### config.mk
export PLATFORM = sky130hd
export DESIGN_NAME = a429_word_tx
export DESIGN_NICKNAME = d
export VERILOG_FILES = /design/src/rtl/a429tx_pkg.sv /design/src/rtl/a429tx_lanes.sv /design/src/rtl/a429tx_seq.sv /design/src/rtl/a429tx_rails.sv /design/src/rtl/a429_word_tx.sv
export SDC_FILE = /design/constraint.sdc
export NUM_CORES = 1
export LEC_CHECK = 0
export CORE_MARGIN = 2
export CORE_UTILIZATION = 55
export CTS_CLUSTER_DIAMETER = 100
export DETAILED_ROUTE_END_ITERATION = 10
export GPL_TIMING_DRIVEN = 0
export PLACE_DENSITY = 0.74
export SLEW_MARGIN = 15
export SYNTH_ARGS = -nofsm -noshare
export SYNTH_HDL_FRONTEND = slang
export SYNTH_SLANG_ARGS = --single-unit
### constraint.sdc
create_clock -name clk -period 5.6 [get_ports clk]
set_clock_uncertainty 0.1 [all_clocks]
set_input_delay 1.68 -clock clk [delete_from_list [all_inputs] [get_ports clk]]
set_output_delay 1.68 -clock clk [all_outputs]
set_load 0.01 [all_outputs]
### src/rtl/a429tx_pkg.sv
package a429tx_pkg;
  typedef enum logic [1:0] {
    ST_IDLE = 2'd0,
    ST_SEND = 2'd1,
    ST_GAP  = 2'd2
  } tx_state_t;
endpackage

### src/rtl/a429tx_lanes.sv
module a429tx_lanes
  import a429tx_pkg::*;
#(
  parameter int LANE_BITS = 8,
  parameter int LANES     = 4,
  localparam int CW = $clog2(LANES + 1),
  localparam int LW = (LANES > 1) ? $clog2(LANES) : 1
) (
  input  logic                       clk,
  input  logic                       rst,
  input  logic                       wr_valid,
  input  logic [LANE_BITS-1:0]       wr_data,
  output logic                       wr_ready,
  input  logic                       clr,
  input  logic                       sending,
  input  logic                       byte_mode,
  input  logic [LW-1:0]              cur_lane,
  input  logic                       err,
  output logic [LANES*LANE_BITS-1:0] lanes_flat,
  output logic [CW-1:0]              fill
);
  logic wr_fire;
  logic [CW-1:0] next_slot;

  assign next_slot = CW'(cur_lane) + CW'(1);

  always_comb begin
    if (err)            wr_ready = 1'b0;
    else if (!byte_mode) wr_ready = !sending && (fill < CW'(LANES));
    else if (sending)   wr_ready = (fill < CW'(LANES)) && (fill == next_slot);
    else                wr_ready = (fill == '0);
  end

  assign wr_fire = wr_valid && wr_ready;

  always_ff @(posedge clk) begin
    if (rst)          fill <= '0;
    else if (clr)     fill <= '0;
    else if (wr_fire) fill <= fill + CW'(1);
  end

  for (genvar g = 0; g < LANES; g++) begin : g_lane
    logic [LANE_BITS-1:0] lane_q;
    always_ff @(posedge clk) begin
      if (rst)                               lane_q <= '0;
      else if (wr_fire && fill == CW'(g))    lane_q <= wr_data;
    end
    assign lanes_flat[g*LANE_BITS +: LANE_BITS] = lane_q;
  end

  AST_FILL_BOUND: assert property (@(posedge clk) disable iff (rst) fill <= CW'(LANES));
  AST_LOAD_DROPS_READY: assert property (@(posedge clk) disable iff (rst) (byte_mode && wr_fire && !clr && !sending) |=> (!byte_mode || !wr_ready));
endmodule

### src/rtl/a429tx_seq.sv
module a429tx_seq
  import a429tx_pkg::*;
#(
  parameter int SAMPLES_PER_BIT = 4,
  parameter int PULSE_CLKS      = 2,
  parameter int WORD_BITS       = 32,
  parameter int LANE_BITS       = 8,
  parameter int GAP_BITS        = 4,
  localparam int LANES    = WORD_BITS / LANE_BITS,
  localparam int CW       = $clog2(LANES + 1),
  localparam int LW       = (LANES > 1) ? $clog2(LANES) : 1,
  localparam int PW       = $clog2(SAMPLES_PER_BIT),
  localparam int BW       = $clog2(WORD_BITS),
  localparam int GAP_CLKS = GAP_BITS * SAMPLES_PER_BIT,
  localparam int GW       = $clog2(GAP_CLKS + 1)
) (
  input  logic                 clk,
  input  logic                 rst,
  input  logic                 tx_en,
  input  logic                 cts_n,
  input  logic                 byte_mode,
  input  logic                 parity_en,
  input  logic                 status_rd,
  input  logic [CW-1:0]        fill,
  input  logic [WORD_BITS-1:0] lanes_flat,
  output tx_state_t            state,
  output logic [LW-1:0]        cur_lane,
  output logic                 bit_val,
  output logic                 cell_hi,
  output logic                 clr,
  output logic                 err
);
  logic [PW-1:0] phase;
  logic [BW-1:0] bit_idx;
  logic [BW-1:0] lane_pos;
  logic [GW-1:0] gap_cnt;
  logic          par_acc;
  logic          cell_end, last_bit, lane_end, enough, go, underrun;

  assign cur_lane = LW'(bit_idx / BW'(LANE_BITS));
  assign lane_pos = bit_idx % BW'(LANE_BITS);
  assign lane_end = (lane_pos == BW'(LANE_BITS - 1));
  assign last_bit = (bit_idx == BW'(WORD_BITS - 1));
  assign cell_end = (phase == PW'(SAMPLES_PER_BIT - 1));
  assign bit_val  = (last_bit && parity_en) ? ~par_acc : lanes_flat[bit_idx];
  assign cell_hi  = (state == ST_SEND) && (phase < PW'(PULSE_CLKS));
  assign enough   = byte_mode ? (fill != '0) : (fill == CW'(LANES));
  assign go       = (state == ST_IDLE) && tx_en && !cts_n && !err && enough;
  assign underrun = byte_mode && lane_end && !last_bit &&
                    (fill <= CW'(cur_lane) + CW'(1));
  assign clr      = (state == ST_SEND) && cell_end && (last_bit || underrun);

  always_ff @(posedge clk) begin
    if (rst) begin
      state   <= ST_IDLE;
      phase   <= '0;
      bit_idx <= '0;
      gap_cnt <= '0;
      par_acc <= 1'b0;
      err     <= 1'b0;
    end else begin
      if (status_rd) err <= 1'b0;
      unique case (state)
        ST_IDLE: begin
          if (go) begin
            state   <= ST_SEND;
            phase   <= '0;
            bit_idx <= '0;
            par_acc <= 1'b0;
          end
        end
        ST_SEND: begin
          phase <= phase + PW'(1);
          if (cell_end) begin
            par_acc <= par_acc ^ bit_val;
            phase   <= '0;
            if (underrun || last_bit) begin
              state   <= ST_GAP;
              gap_cnt <= GW'(GAP_CLKS);
              if (underrun) err <= 1'b1;
            end else begin
              bit_idx <= bit_idx + BW'(1);
            end
          end
        end
        ST_GAP: begin
          gap_cnt <= gap_cnt - GW'(1);
          if (gap_cnt <= GW'(1)) state <= ST_IDLE;
        end
        default: state <= ST_IDLE;
      endcase
    end
  end

  AST_ERR_HOLDS: assert property (@(posedge clk) disable iff (rst) (err && !status_rd) |=> err);
  AST_NO_START_ON_ERR: assert property (@(posedge clk) disable iff (rst) (state == ST_IDLE && err) |=> state != ST_SEND);
  AST_GAP_NOT_SEND: assert property (@(posedge clk) disable iff (rst) (state == ST_GAP) |=> state != ST_SEND);
  AST_ABORT_STOPS: assert property (@(posedge clk) disable iff (rst) $rose(err) |-> state == ST_GAP);
endmodule

### src/rtl/a429tx_rails.sv
module a429tx_rails #(
  parameter int PULSE_CLKS = 2
) (
  input  logic clk,
  input  logic rst,
  input  logic cell_hi,
  input  logic bit_val,
  input  logic loopback,
  output logic line_one,
  output logic line_zero,
  output logic lb_one,
  output logic lb_zero
);
  logic one_q, zero_q;

  always_ff @(posedge clk) begin
    if (rst) begin
      one_q  <= 1'b0;
      zero_q <= 1'b0;
    end else begin
      one_q  <= cell_hi && bit_val;
      zero_q <= cell_hi && !bit_val;
    end
  end

  assign line_one  = one_q  && !loopback;
  assign line_zero = zero_q && !loopback;
  assign lb_one    = one_q  && loopback;
  assign lb_zero   = zero_q && loopback;

  if (PULSE_CLKS == 2) begin : g_pulse_chk
    AST_PULSE_MIN: assert property (@(posedge clk) disable iff (rst) $rose(one_q) |=> one_q);
    AST_PULSE_MAX: assert property (@(posedge clk) disable iff (rst) (one_q && $past(one_q)) |=> !one_q);
  end
endmodule

### src/rtl/a429_word_tx.sv
module a429_word_tx
  import a429tx_pkg::*;
#(
  parameter int SAMPLES_PER_BIT = 4,
  parameter int PULSE_CLKS      = 2,
  parameter int WORD_BITS       = 32,
  parameter int LANE_BITS       = 8,
  parameter int GAP_BITS        = 4,
  localparam int LANES = WORD_BITS / LANE_BITS,
  localparam int CW    = $clog2(LANES + 1),
  localparam int LW    = (LANES > 1) ? $clog2(LANES) : 1
) (
  input  logic                 clk,
  input  logic                 rst,
  input  logic                 tx_en,
  input  logic                 cts_n,
  input  logic                 byte_mode,
  input  logic                 parity_en,
  input  logic                 loopback,
  input  logic                 status_rd,
  input  logic                 byte_valid,
  input  logic [LANE_BITS-1:0] byte_data,
  output logic                 byte_ready,
  output logic                 line_one,
  output logic                 line_zero,
  output logic                 lb_one,
  output logic                 lb_zero,
  output logic                 tx_idle,
  output logic                 underwrite_err
);
  tx_state_t            state;
  logic [LW-1:0]        cur_lane;
  logic [CW-1:0]        fill;
  logic [WORD_BITS-1:0] lanes_flat;
  logic                 bit_val, cell_hi, clr, err, sending;

  assign sending        = (state == ST_SEND);
  assign tx_idle        = !sending;
  assign underwrite_err = err;

  a429tx_lanes #(.LANE_BITS(LANE_BITS), .LANES(LANES)) i_lanes (
    .clk(clk), .rst(rst), .wr_valid(byte_valid), .wr_data(byte_data),
    .wr_ready(byte_ready), .clr(clr), .sending(sending), .byte_mode(byte_mode),
    .cur_lane(cur_lane), .err(err), .lanes_flat(lanes_flat), .fill(fill)
  );

  a429tx_seq #(
    .SAMPLES_PER_BIT(SAMPLES_PER_BIT), .PULSE_CLKS(PULSE_CLKS),
    .WORD_BITS(WORD_BITS), .LANE_BITS(LANE_BITS), .GAP_BITS(GAP_BITS)
  ) i_seq (
    .clk(clk), .rst(rst), .tx_en(tx_en), .cts_n(cts_n), .byte_mode(byte_mode),
    .parity_en(parity_en), .status_rd(status_rd), .fill(fill),
    .lanes_flat(lanes_flat), .state(state), .cur_lane(cur_lane),
    .bit_val(bit_val), .cell_hi(cell_hi), .clr(clr), .err(err)
  );

  a429tx_rails #(.PULSE_CLKS(PULSE_CLKS)) i_rails (
    .clk(clk), .rst(rst), .cell_hi(cell_hi), .bit_val(bit_val),
    .loopback(loopback), .line_one(line_one), .line_zero(line_zero),
    .lb_one(lb_one), .lb_zero(lb_zero)
  );

  AST_READY_LOW_ON_ERR: assert property (@(posedge clk) disable iff (rst) underwrite_err |-> !byte_ready);
  AST_WORD_MODE_BUSY: assert property (@(posedge clk) disable iff (rst) (!byte_mode && !tx_idle) |-> !byte_ready);
endmodule

==> results.json <==
{
  "drc": 0,
  "area_growth_pct": 15.7,
  "max_freq_mhz": 196,
  "ys_warn_count": 0,
  "clkLatencyLatePin_ns": 0.31,
  "ff_latch_area_sq_um": 1060,
  "synth_ff_type": "dfxtp_1",
  "min_period_over_period_pct": 91.2,
  "cts_root_buf": "clkbuf_8",
  "io_buffers": 22,
  "ys_seq_area_share_pct": 39.2,
  "rsz0062_at_grt": "false",
  "multi_input_area_sq_um": 1480,
  "ys_async_sr_fraction_pct": 0,
  "synth.avg_cell_area_sq_um": 8.57,
  "cap_violations": 0,
  "power_density_nw_per_um2": 265,
  "numCtsBuffers": 5,
  "antennaDiodeCount": 0,
  "initial_core_util_pct": 57.3,
  "gp_congestion": 0.835,
  "synth_top_area_cell": "dfxtp_1",
  "grt.total_usage_pct": 25.6,
  "synth-edff-count": 0,
  "grt_use_met1_pct": 35.1,
  "num_rows": 25,
  "wl_per_cell_microns": 15.7,
  "coreArea_sq_um": 4720,
  "synth_area_leaders": "dfxtp_1, a21oi_1, ha_1",
  "min_period_ns": 5.11,
  "netlist_instances": 316,
  "drt_pass1_iterations": 4,
  "drive_gt1_share_pct": 6.36,
  "yosysUniqueCellTypes": 45,
  "htreeDepth": 2,
  "endpoint_kind": "output pin",
  "status": "complete, no violations",
  "slew_violations": 0,
  "p_leak_uw": 0.00108,
  "avgViaCountPerCell": 5.73,
  "finalSetupViolCount": 0,
  "grt_overflow": 0,
  "use_met2_pct": 40.8,
  "synth_top_area_share_pct": 39.2,
  "ios": 24,
  "die_w_microns": 74.2,
  "ys_ff_latch": 53,
  "fin_util_pct": 66.3,
  "groute.layer.met3.usage_pct": 5.56,
  "tns_ns": 0,
  "start_kind": "input port",
  "syn-num-nets": 348,
  "crit_fanout": 5,
  "numClockSinks": 53,
  "dieArea_sq_um": 5500,
  "crit_chain": "clkdlybuf4s50_1, nor2b_1, o22a_1, nor3_1, clkdlybuf4s50_1",
  "grt_max_degree": 17,
  "path_class": "in -> out",
  "critPathRequiredTime_ns": 3.82,
  "hold_viol_final": 0,
  "max_stage_delay_ns": 0.57,
  "fin_nets": 377,
  "routed_wirelength_microns": 6490,
  "cts_setup_buffers": 0,
  "die_h_microns": 74.2,
  "cpMostUsedCell": "clkdlybuf4s50_1",
  "cts_resized": 0,
  "grt_pass1_vias": 2182,
  "worst_pin_slew_ns": 0.613,
  "crit_slowest_cell": "clkdlybuf4s50_1",
  "cts_tree": "done",
  "ant_nets": 0,
  "slew_headroom_pct": 59.1,
  "hold_path.class": "reg -> reg",
  "cp.arrival_ns": 3.33,
  "cts.clk_slew.worst_paths_ns": 0.10,
  "antenna_found_initial": 0,
  "holdBufCountCts": 0,
  "vias": 2367,
  "synth_area_sq_um": 2710,
  "clockBufferDepth": 2,
  "dp_hpwl_microns": 4670,
  "vdd_ir_drop_max_v": 0.000149,
  "drt_iter0_drc": 192,
  "grt-busiest-layer": "met2",
  "cp_top_family": "buffers and inverters",
  "critical_path_buf_inv_count": 2,
  "grt_pass1_wl_microns": 10500,
  "nFillCells": 414
}
==> report_power, final <==
group	internal [uW]	switching (uW)	total, uW
Combinational	57.8	86.3	144
Clock	146	133	279
Sequential	395	11.9	407
==> per-layer routing <==
metal / wire [microns] / share of wire [%]
met2: 3030 / 47
met5: 0 / 0
met3: 389 / 6.0
met4: 79 / 1.2
met1: 2990 / 46
==> through the flow <==
step	instances	area, sq um	setup slack [ns]	power, uW	hold slack [ns]
after global placement	405	3010	0.525	554	0.341
after detailed placement	405	3010	0.490	557	0.346
final	413	3130	0.495	830	0.359
after floorplan	316	2710	1.52	508	0.332
after CTS	413	3130	0.483	829	0.360
after global routing	413	3130	0.446	864	0.384
==> Yosys cell counts (2+ instances only) <==
library cell / number
inv_1: 17
or3_1: 2
xnor2_1: 3
dfxtp_1: 53
mux4_1: 2
nor2b_1: 8
and2_1: 4
nor2_1: 7
o211ai_1: 3
o21ai_0: 3
mux2i_1: 11
nand3b_1: 2
buf_4: 3
o32ai_1: 3
ha_1: 15
nand2_1: 46
nand2b_1: 4
mux4_2: 2
a21oi_1: 41
nand3_1: 35
a211oi_1: 2
clkbuf_1: 10
buf_2: 3
a221oi_1: 6
nor3_1: 11
==> placed cells by master, fill, tap and decap left out, types with 4 or more instances in the layout <==
master and count:
clkbuf_8 6, clkbuf_1 10, nor2b_1 8, nor3_1 11, nand2_1 46, clkdlybuf4s50_1 22, nand2b_1 4, mux2i_1 11
nand3_1 35, a21oi_1 41, inv_1 17, dfxtp_1 53, ha_1 15, and2_1 4, a221oi_1 6, nor2_1 7
==> final timing paths <==
kind	cells after the start	slack, ns	end	startpoint
worst min-delay path	2	0.36	i_lanes.g_lane[2].lane_q[1]$_SDFFE_PP0P_	i_lanes.g_lane[2].lane_q[1]$_SDFFE_PP0P_
worst min register to register	2	0.36	i_lanes.g_lane[2].lane_q[1]$_SDFFE_PP0P_	i_lanes.g_lane[2].lane_q[1]$_SDFFE_PP0P_
worst max register to register	10	3.06	i_lanes.g_lane[0].lane_q[1]$_SDFFE_PP0P_	i_seq.bit_idx[3]$_SDFFE_PP0P_
worst max-delay path	5	0.49	byte_ready	byte_mode
==> cell type report <==
type | instances | share of cell area, %
buffer | 18 | 3.40
clock buffer | 6 | 2.64
clock inverter | 2 | 1.20
inverter | 17 | 2.04
multi-input combinational | 228 | 47.1
sequential | 53 | 33.9
tap | 67 | 2.68
timing repair buffer | 22 | 7.03
==> logic make-up (layout without fill, tap and decap cells) <==
family	after synthesis	in the layout	synth area share, %
compound gates	69	69	15.9
xor+xnor	4	4	1.29
fa+ha+maj	15	15	6.93
buf+inv	35	65	6.28
flops	53	53	39.2
mux	15	15	7.67
simple gates	125	125	22.7
==> tightest hold or removal path, cell delays in order, from the launching register on <==
cell and delay, ns:
dfxtp_1 0.32, nand2_1 0.05, a21oi_1 0.05
==> flip-flops by register name (all words and copies together) (netlist names) <==
signal / cells
i_rails.one_q: 1
i_lanes.fill: 3
i_rails.zero_q: 1
i_seq.phase: 2
i_seq.err: 1
i_lanes.g_lane.lane_q: 32
i_seq.state: 2
i_seq.gap_cnt: 5
i_seq.bit_idx: 5
i_seq.par_acc: 1
(Power assumes the default switching activity.)
